<file path="config.mk">
export PLATFORM = sky130hd
export DESIGN_NAME = conv_irq_collector
export DESIGN_NICKNAME = d
export VERILOG_FILES = /design/src/rtl/conv_irq_pkg.sv /design/src/rtl/conv_snap.sv /design/src/rtl/conv_pick.sv /design/src/rtl/conv_irq_collector.sv
export SDC_FILE = /design/constraint.sdc
export NUM_CORES = 1
export LEC_CHECK = 0
export ABC_AREA = 1
export BUFFER_PORTS_ARGS = -buffer_cell sky130_fd_sc_hd__buf_2
export CORE_MARGIN = 2
export CORE_UTILIZATION = 48
export CTS_CLUSTER_DIAMETER = 120
export CTS_CLUSTER_SIZE = 12
export DETAILED_ROUTE_END_ITERATION = 8
export PLACE_DENSITY_LB_ADDON = 0.2
export REMOVE_ABC_BUFFERS = 1
export SLEW_MARGIN = 0
export SYNTH_ARGS = -nofsm -noshare
export SYNTH_HDL_FRONTEND = slang
export SYNTH_HIERARCHICAL = 1
export SYNTH_SLANG_ARGS = --single-unit
</file>
<file path="constraint.sdc">
create_clock -name clk -period 1.3 [get_ports clk]
set_input_delay 0.065 -clock clk [delete_from_list [all_inputs] [get_ports clk]]
set_output_delay 0.065 -clock clk [all_outputs]
set_load 0.1 [all_outputs]
</file>
<file path="src/rtl/conv_irq_pkg.sv">
package conv_irq_pkg;

    typedef enum logic [2:0] {
        ST_IDLE,
        ST_PICK,
        ST_READ,
        ST_WDAT,
        ST_WTAG
    } svc_state_e;

    localparam int DATA_W = 8;

    function automatic logic [DATA_W-1:0] conv_tag(input int idx);
        return DATA_W'(idx + 1);
    endfunction

endpackage

</file>
<file path="src/rtl/conv_snap.sv">
module conv_snap #(
    parameter int N_CONV = 7,
    parameter int STAT_W = 8
) (
    input  logic              clk,
    input  logic              rst,
    input  logic              cap,
    input  logic [N_CONV-1:0] done_n,
    input  logic              clr,
    input  logic [N_CONV-1:0] clr_oh,
    output logic [N_CONV-1:0] pend
);
    localparam int PAD_W = STAT_W - N_CONV;

    // active-low status latch; padding bits held inactive
    logic [STAT_W-1:0] status_q;

    always_ff @(posedge clk) begin
        if (rst)
            status_q <= '1;
        else if (cap)
            status_q <= {{PAD_W{1'b1}}, done_n};
        else if (clr)
            status_q <= status_q | {{PAD_W{1'b0}}, clr_oh};
    end

    assign pend = ~status_q[N_CONV-1:0];
endmodule

</file>
<file path="src/rtl/conv_pick.sv">
module conv_pick #(
    parameter int N_CONV = 7,
    parameter int IDX_W  = 3
) (
    input  logic [N_CONV-1:0] pend,
    output logic [N_CONV-1:0] sel_oh,
    output logic [IDX_W-1:0]  sel_idx
);
    // lowest set bit wins
    logic [N_CONV-1:0] above;

    genvar g;
    generate
        for (g = 0; g < N_CONV; g++) begin : g_pri
            if (g == 0) begin : g_first
                assign above[g] = 1'b0;
            end else begin : g_rest
                assign above[g] = above[g-1] | pend[g-1];
            end
            assign sel_oh[g] = pend[g] & ~above[g];
        end
    endgenerate

    always_comb begin
        sel_idx = '0;
        for (int i = 0; i < N_CONV; i++)
            if (sel_oh[i]) sel_idx = IDX_W'(i);
    end
endmodule

</file>
<file path="src/rtl/conv_irq_collector.sv">
module conv_irq_collector
    import conv_irq_pkg::*;
#(
    parameter int               N_CONV    = 7,
    parameter int               ADDR_W    = 8,
    parameter logic [ADDR_W-1:0] BASE_ADDR = 8'h40
) (
    input  logic              clk,
    input  logic              rst,
    input  logic [N_CONV-1:0] done_n,
    output logic [N_CONV-1:0] rd_en,
    input  logic [7:0]        rd_data,
    output logic              mem_we,
    output logic [ADDR_W-1:0] mem_addr,
    output logic [7:0]        mem_wdata,
    output logic              busy
);
    localparam int STAT_W = ((N_CONV + 8) / 8) * 8;
    localparam int IDX_W  = (N_CONV > 1) ? $clog2(N_CONV) : 1;

    svc_state_e          st_q;
    logic [N_CONV-1:0]   pend, pick_oh, cur_oh_q;
    logic [IDX_W-1:0]    pick_idx, cur_idx_q;
    logic [7:0]          data_q;
    logic [ADDR_W-1:0]   ptr_q;
    logic                cap, clr;

    assign cap = (st_q == ST_IDLE) && (done_n != '1);
    assign clr = (st_q == ST_WTAG);

    conv_snap #(.N_CONV(N_CONV), .STAT_W(STAT_W)) u_snap (
        .clk(clk), .rst(rst), .cap(cap), .done_n(done_n),
        .clr(clr), .clr_oh(cur_oh_q), .pend(pend)
    );

    conv_pick #(.N_CONV(N_CONV), .IDX_W(IDX_W)) u_pick (
        .pend(pend), .sel_oh(pick_oh), .sel_idx(pick_idx)
    );

    always_ff @(posedge clk) begin
        if (rst) begin
            st_q      <= ST_IDLE;
            cur_oh_q  <= '0;
            cur_idx_q <= '0;
            data_q    <= '0;
            ptr_q     <= BASE_ADDR;
        end else begin
            case (st_q)
                ST_IDLE: if (cap) st_q <= ST_PICK;
                ST_PICK: begin
                    cur_oh_q  <= pick_oh;
                    cur_idx_q <= pick_idx;
                    st_q      <= (pend == '0) ? ST_IDLE : ST_READ;
                end
                ST_READ: begin
                    data_q <= rd_data;
                    st_q   <= ST_WDAT;
                end
                ST_WDAT: st_q <= ST_WTAG;
                ST_WTAG: begin
                    ptr_q <= ptr_q + ADDR_W'(2);
                    st_q  <= ((pend & ~cur_oh_q) == '0) ? ST_IDLE : ST_PICK;
                end
                default: st_q <= ST_IDLE;
            endcase
        end
    end

    always_comb begin
        rd_en     = (st_q == ST_READ) ? cur_oh_q : '0;
        mem_we    = (st_q == ST_WDAT) || (st_q == ST_WTAG);
        mem_addr  = (st_q == ST_WTAG) ? ptr_q + ADDR_W'(1) : ptr_q;
        mem_wdata = (st_q == ST_WTAG) ? conv_tag(int'(cur_idx_q)) : data_q;
        busy      = (st_q != ST_IDLE);
    end
endmodule

</file>
After elaboration in Yosys (flattened, before gate mapping)
Index checks and enable logic that the tools add are counted.
- register bits: 37
- input bits: 17
- output and inout port bits: 25
- word-level logic and storage cells: 60
- bitwise operators: 21
- muxes and demuxes: 15
- equality and inequality tests: 6
- reductions and logical operators: 8
- add/sub/neg operators: 3
- operators with widths (cell ; count):
    7-bit two-way mux ; 3
    3-bit two-way mux ; 6
    8-bit two-way mux ; 2
    3-bit one-hot mux with 5 select lines ; 1
    7-bit logical NOT ; 2
    7-bit NOT ; 2
    8-bit by 1-bit adder with 8-bit output (second input constant) ; 1
    8-bit by 2-bit adder with 8-bit output (second input constant) ; 1
    8-bit by 7-bit bitwise OR with 8-bit output ; 1
    7-bit bitwise AND ; 1
    7-bit inequality test (second input constant) ; 1
    1-bit bitwise AND ; 6
    3-bit by 2-bit equality test with 1-bit output (second input constant) ; 2
    1-bit NOT ; 6
    1-bit bitwise OR ; 5
    3-bit by 1-bit adder with 4-bit output (second input constant) ; 1
    3-bit by 1-bit equality test with 1-bit output (second input constant) ; 1
    3-bit equality test (second input constant) ; 1
    3-bit logical NOT ; 1
    3-bit nonzero test ; 1
    1-bit two-way mux ; 2
    2-bit two-way mux ; 1
    2-bit inequality test (second input constant) ; 1
    2-bit nonzero test ; 1
    3 further kinds ; 3

Depth between registers and ports, before layout
Gate-level depths: netlist of run 1.
- depth in word-level cells: 9
- mapped depth: 9

Cells and area by module
Netlist of run 1, hierarchy kept.
- by module, submodules not included (module ; cells each ; times used ; seq. area each (sq um) ; area each (sq um)):
    conv_irq_collector ; 194 ; 1 ; 560.5 ; 1377.6
    conv_snap ; 51 ; 1 ; 140.1 ; 321.6
    conv_pick ; 24 ; 1 ; 0.0 ; 118.9

Least setup slack after synthesis of run 1
OpenSTA, ideal clock, no wires.
- path type: register -> output
- start: reg st_q[1]
- end: out mem_wdata[2]
- cell stages (with the launch flop): 4
- buffers on the path: 0
- slack: -1.559 ns
- data arrival time: 2.794 ns
- required time: 1.235 ns
- path through: dfxtp_1 nor2_2 nand2_4 o21ai_0
- word-level cells in the longest chain between the ends: 2
- ends and longest elaborated chain (item ; RTL line ; text):
    from (decl) ; conv_irq_collector.sv:21 ; svc_state_e st_q;
    from (signal assigned) ; conv_irq_collector.sv:53 ; st_q <= (pend == '0) ? ST_IDLE : ST_READ;
    from (signal assigned) ; conv_irq_collector.sv:62 ; st_q <= ((pend & ~cur_oh_q) == '0) ? ST_IDLE : ST_PICK;
    3-bit equality test ; conv_irq_collector.sv:73 ; mem_wdata = (st_q == ST_WTAG) ? conv_tag(int'(cur_idx_q)) : data_q;
    8-bit two-way mux ; conv_irq_collector.sv:73 ;
    to (decl) ; conv_irq_collector.sv:15 ; output logic [7:0] mem_wdata,
Every way passes these cells.

Final worst setup path of run 1
- start: reg st_q[0]
- end: out mem_wdata[0]
Same word-level chain as after synthesis.

==> results of run 1 <==
worst min-delay path by stage:
stage | slack [ps] | to | depth (start not counted) | from
final | 7 | u_snap/status_q[3] | 3 | done_n[3]
after CTS | 2 | data_q[0] | 3 | rd_data[0]
after global routing | 9 | data_q[3] | 3 | rd_data[3]
after detailed placement | 290 | u_snap/status_q[4] | 3 | done_n[4]
after floorplan | 140 | st_q[2] | 1 | rst
after global placement | 290 | u_snap/status_q[4] | 3 | done_n[4]
layout make-up:
class / instances / area, sq um
clock buffer: 8 / 100
tap: 48 / 60.1
sequential: 35 / 714
timing repair buffer: 92 / 927
multi-input combinational: 182 / 1100
fill: 196 / 572
inverter: 44 / 185
report_power, final:
part / switching (W) / leakage, nW / internal (W)
clock: 0.000393 / 0.0515 / 0.000483
combinational: 0.00183 / 1.11 / 0.00119
sequential: 0.000127 / 0.290 / 0.00128
per-stage QoR:
| step | std cells | setup WS [ps] | util (%) | total power [W] | hold slack, ps |
|---|---|---|---|---|---|
| floorplan | 261 | -1560 | - | 0.00284 | 142 |
| global placement | 372 | 10.3 | 67.0 | 0.00360 | 288 |
| detailed placement | 372 | -60.0 | 67.0 | 0.00363 | 291 |
| CTS | 389 | -188 | 75.8 | 0.00474 | 2.26 |
| global route | 409 | -286 | 84.4 | 0.00552 | 9.01 |
| finish | 409 | -222 | 84.4 | 0.00530 | 7.36 |
registers in the layout (all words and copies together) (netlist names):
register,cells
u_snap/status_q,7
cur_oh_q,7
data_q,8
cur_idx_q,3
st_q,3
ptr_q,7
timing repair:
action,4_1_cts,5_1_grt
buffers inserted,9,20
pin swaps,10,19
gates cloned,0,0
setup endpoints to repair,25,41
gates resized for setup,46,57
hold buffers,2,0
endpoints found under the hold margin,2,0
synth_stat cells, drive strengths merged:
master / instances
a21oi: 23
a31oi: 2
buf: 7
clkbuf: 1
dfxtp: 35
ha: 2
inv: 44
nand2: 67
nand3: 7
nand4: 2
nor2: 47
nor3: 4
nor4: 2
o21a: 1
o21ai: 24
xnor2: 1
worst min-delay path: cells and delay by family:
family / cells / cell delay, ps
buffers and inverters: 1 / 90
and+or+nand+nor: 1 / 60
AOI/OAI and AO/OA: 1 / 60
cell families after synthesis:
| family | after synthesis | share of synthesized area, % |
|---|---|---|
| and+or+nand+nor | 129 | 31.8 |
| DFF | 35 | 38.5 |
| buffers and inverters | 52 | 12.9 |
| AOI/OAI and AO/OA | 50 | 14.9 |
| adders and majority gates | 2 | 1.38 |
| xor gates and xnor gates | 1 | 0.482 |
routing by layer:
metal	up-vias	part of all wire, %	global-route usage (%)
met4	0	3.7	12.2
met5	-	0	0
met1	998	39	25.6
li1	1019	-	-
met3	26	7.2	4.45
met2	96	50	41.6
==> results.md, run 1 <==
- LEAKAGE: 1.45 nW
- R2r setup slk: -200 ps
- P per Cell Area: 1720 mW/mm^2
- Worst relative slew slack: 67.6%
- H-tree level count: 2
- Worst slew pin tran: 489 ps
- Min-Delay Path Class: input pin to register
- Syn Std Cell Area: 0.00182 sq mm
- First-pass GRT wire length: 7530 um
- Setup_tns: -5420 ps
- Synth Register Bits: 35
- 1st-iter DRT viols: 160
- CP endpoint: mem_wdata[0]
- GRT overflow: 0
- Cell family with most CP delay: buffers and inverters
- Synthesis warning total: 6
- Final Wtd Congestion: 0.817
- Final Skew: 3.38 ps
- CP cell instances: nor2_4 > nand2_4 > inv_4 > buf_6 > o21a_1 > buf_12
- Die area: 0.00430 sq mm
- Commonest non-fill, non-tap cells in the layout: nand2_1 (59), inv_1 (36), buf_4 (33)
- Startpoint types: register
- Row count: 22
- Worst R2R End: cur_oh_q[6]
- CP startpoint: st_q[0]
- Drt first pass iters: 5
- Max clock buf depth: 2
- Routed WL: 5970 um
- Syn avg cell area: 6.76 sq um
- DR vias: 2139
- R2r worst-path depth: 8
- Ant. Diodes: 0
- # clock sinks: 35
- CP max-delay cell: dfxtp_4
- Fin nets: 379
- R2R Path Start: st_q[0]
- Max stage delay on crit path: 370 ps
- Yosys top cell by area: dfxtp_1
- Routed len/inst: 14.6 um
- Core area: 0.00366 sq mm
- Fin area: 0.00309 sq mm
- Input/output buffers: 41
- Routed Antenna Nets: 0
- Commonest non-fill, non-tap cell in the layout: nand2_1
- Area contributors post-synth: dfxtp_1 (39%), nand2_1 (13%), nor2_1 (8.5%)
- All-Layer GR Usage: 23.1%
- DP Wirelength: 2990 um
- Initial core utilization: 49.7%
- Width of the die: 65.5 um
- CP Max Fanout: 6
- Number of remaining DRC errors: 0
- Cell variety after synth: 29
- Worst vdd ir: 1.15 mV
- Final Max Tran Viols: 0
- Layout area overhead: 69.9%
- Placed Area: 0.00245 sq mm
- I/O pin count: 42
- Sequential share of the synthesized area: 38.5%
- Layout cells sized above 1: 44.6%
- Vias in the first global route: 1768
- Clock Root Buffer: clkbuf_8
- Share of the synthesized area in the top cell type: 38.5%
- Stages on the worst setup path: 6
- Arr. time, crit path: 1460 ps
- Max frequency: 657 MHz
- CP required: 1240 ps
- Largest net degree at the start of global routing: 28
- Via-per-instance ratio: 5.23
- Tcrit/Tclk final: 117%
- Setup repair after global routing missed its margin: yes
- CTS buffer count: 5
- Status: complete, but fails checks
- Setup-failing EPs final: 41
- Max-Cap Viols: 0
- Die H: 65.5 um
- CP Buf/Inv Count: 3
- Synth Instances: 269
- Final hold viol count: 0
- CTS tree: built
- Period minus WS final: 1520 ps
- Clock-pin slew on the worst setup and hold paths: 70 ps
- Failing checks: setup timing
- Crit end category: output port
- Worst-Skew Late Latency: 290 ps
- Final worst slack: -222 ps
- Critical path type: register to output port
- Initial antenna violation count: 0
No activity file was read; power rests on OpenSTA's default activity.
==> inputs of run 2 (changes only) <==
--- a/config.mk
+++ b/config.mk
@@ -6,12 +6,12 @@
 export NUM_CORES = 1
 export LEC_CHECK = 0
 export ABC_AREA = 1
-export BUFFER_PORTS_ARGS = -buffer_cell sky130_fd_sc_hd__buf_2
-export CORE_MARGIN = 2
-export CORE_UTILIZATION = 48
+export CORE_MARGIN = 3
+export CORE_UTILIZATION = 56
 export CTS_CLUSTER_DIAMETER = 120
 export CTS_CLUSTER_SIZE = 12
 export DETAILED_ROUTE_END_ITERATION = 8
+export DONT_BUFFER_PORTS = 1
 export PLACE_DENSITY_LB_ADDON = 0.2
 export REMOVE_ABC_BUFFERS = 1
 export SLEW_MARGIN = 0
==> run 2 against run 1 <==
  * The flow still finishes with violations (setup timing)
  * Sequential cell count stayed put
  * Final area is 5.7% lower
  * Clock skew is 8.3 ps higher
  * Register-to-register slack better by 60 ps
  * Combinational power is 3% lower
  * Clock power is 22% lower
  * First-iteration DRC count is 59% higher
==> results.md, run 2 (synthesis results as in run 1) <==
- Status: complete, but fails checks
- Failing checks: setup timing
- Number of remaining DRC errors: 0
- Tot Pwr: 0.00504 W
- Worst slew pin tran: 379 ps
- Fin area: 0.00291 sq mm
- Arr. time, crit path: 1600 ps
- CP required: 1240 ps
- Hold_sp: done_n[0]
- CP max-delay cell: dfxtp_4
- Final worst slack: -361 ps
- Startpoint types: register
- Max reg flops: 8
- Worst vdd ir: 1.22 mV
- Hold slack final: 114 ps
- DR vias: 2294
- Ant. Diodes: 0
- Setup-failing EPs final: 45
- Row count: 20
- CP Max Fanout: 6
- DP Wirelength: 3080 um
- CTS buffer count: 5
- Max-Cap Viols: 0
- Initial core utilization: 59.1%
- Setup repair after global routing missed its margin: yes
- Placed Area: 0.00234 sq mm
- Width of the die: 63.0 um
- Drt first pass iters: 8
- Final hold viol count: 0
- CP cell instances: nor2_2 > nand2_4 > inv_6 > nand2_2 > o21ai_2 > buf_12
- Hold Path Depth: 5
- I/O pin count: 42
- First-pass GRT wire length: 8420 um
- Commonest non-fill, non-tap cells in the layout: nand2_1 (63), inv_1 (37), dfxtp_1 (32)
- Final Max Tran Viols: 0
- WHS Endpoint: st_q[0]
- Routed Antenna Nets: 0
- Max frequency: 602 MHz
- Largest net degree at the start of global routing: 28
- Clock Root Buffer: clkbuf_4
- All-Layer GR Usage: 27.0%
- H-tree level count: 2
- Routed len/inst: 19.7 um
- R2r worst-path depth: 9
- Input/output buffers: 0
- Max clock buf depth: 2
- R2r setup slk: -140 ps
- Clock-pin slew on the worst setup and hold paths: 100 ps
- 1st-iter DRT viols: 254
- Die area: 0.00397 sq mm
- # clock sinks: 35
- Vias in the first global route: 1878
- Initial antenna violation count: 0
- FILL cells: 91
- Final Wtd Congestion: 0.869
- Worst R2R End: data_q[6]
- Layout area overhead: 60.3%
- Crit end category: output port
- Fin nets: 355
- Min-Delay Path Class: input pin to register
- Period minus WS final: 1660 ps
- Worst-Skew Late Latency: 360 ps
- Largest reg by FF count: data_q
- Setup_tns: -6460 ps
- Routed WL: 7520 um
- LEAKAGE: 1.31 nW
- Layout cells sized above 1: 37.1%
- Utilization after layout: 94.7%
- Tcrit/Tclk final: 128%
- Core area: 0.00308 sq mm
- Final Skew: 11.6 ps
- Critical path type: register to output port
- P per Cell Area: 1730 mW/mm^2
- GRT overflow: 0
- Commonest non-fill, non-tap cell in the layout: nand2_1
- Die H: 63.0 um
- Max stage delay on crit path: 370 ps
- Worst relative slew slack: 74.6%
- Via-per-instance ratio: 6.02
- CTS tree: built
- R2R Path Start: st_q[0]
## run 2: cell types whose count changed in the layout (fill, tap and decap cells not counted), sizes merged
| cell | previous run | this run |
|---|---|---|
| dlygate4sd3 | 2 | 16 |
| clkinv | 1 | 0 |
| inv | 43 | 46 |
| buf | 90 | 50 |
## run 2: layer usage
layer  share of wire, %  vias up  track usage, %  wire length [um]
met4                7.3        0            10.7               551
met3                 10       64            5.40               779
li1                   -      970               -                 -
met5                  0        -               0                 0
met2                 47      239            48.0              3570
met1                 35     1021            31.4              2620
## run 2: per-stage QoR
step | worst slack, ps | std cells
after floorplan | -1560 | 261
after global placement | 41.2 | 341
after detailed placement | -3.40 | 341
after CTS | -268 | 371
after global routing | -383 | 381
final | -361 | 381
## run 2: how the worst max path moves through the flow
stage | start | end | slack (ps) | cells past startpoint
after global routing | st_q[1] | mem_wdata[3] | -380 | 6
after floorplan | st_q[1] | mem_wdata[2] | -1560 | 3
after CTS | st_q[0] | rd_en[4] | -270 | 7
after global placement | st_q[1] | u_snap/status_q[0] | 40 | 9
after detailed placement | st_q[1] | u_snap/status_q[6] | -3 | 9
final | st_q[1] | mem_wdata[3] | -360 | 6
## run 2: repair_timing
| action | in CTS | in global routing |
|---|---|---|
| hold buffers | 16 | 0 |
| gates resized for setup | 27 | 44 |
| buffers inserted | 6 | 8 |
| cloned | 0 | 2 |
| setup endpoints to repair | 21 | 43 |
| endpoints found under the hold margin | 17 | 0 |
| pin swaps | 1 | 6 |
## run 2: power breakdown
| group | switching, W | leakage, nW | internal (W) |
|---|---|---|---|
| clock network | 0.000369 | 0.0386 | 0.000318 |
| registers | 0.000147 | 0.289 | 0.00128 |
| logic | 0.00193 | 0.983 | 0.000997 |
| total | 0.00245 | 1.31 | 0.00259 |
## run 2: cell type report
class / instances / area [sq um] / area share (%)
Clock buffer: 8 / 68.8 / 2.36
Timing Repair Buffer: 66 / 803 / 27.6
Tap cell: 44 / 55.1 / 1.89
Multi-Input combinational cell: 182 / 1080 / 37.1
Inverter: 44 / 185 / 6.35
Sequential cell: 35 / 709 / 24.3
Timing Repair inverter: 2 / 12.5 / 0.429
## run 2: critical path, delay by kind of cell (launching register included)
family          cells  cell delay, ps
simple gates        3             350
buf+inv             2             310
compound gates      1             200
flops               1             370
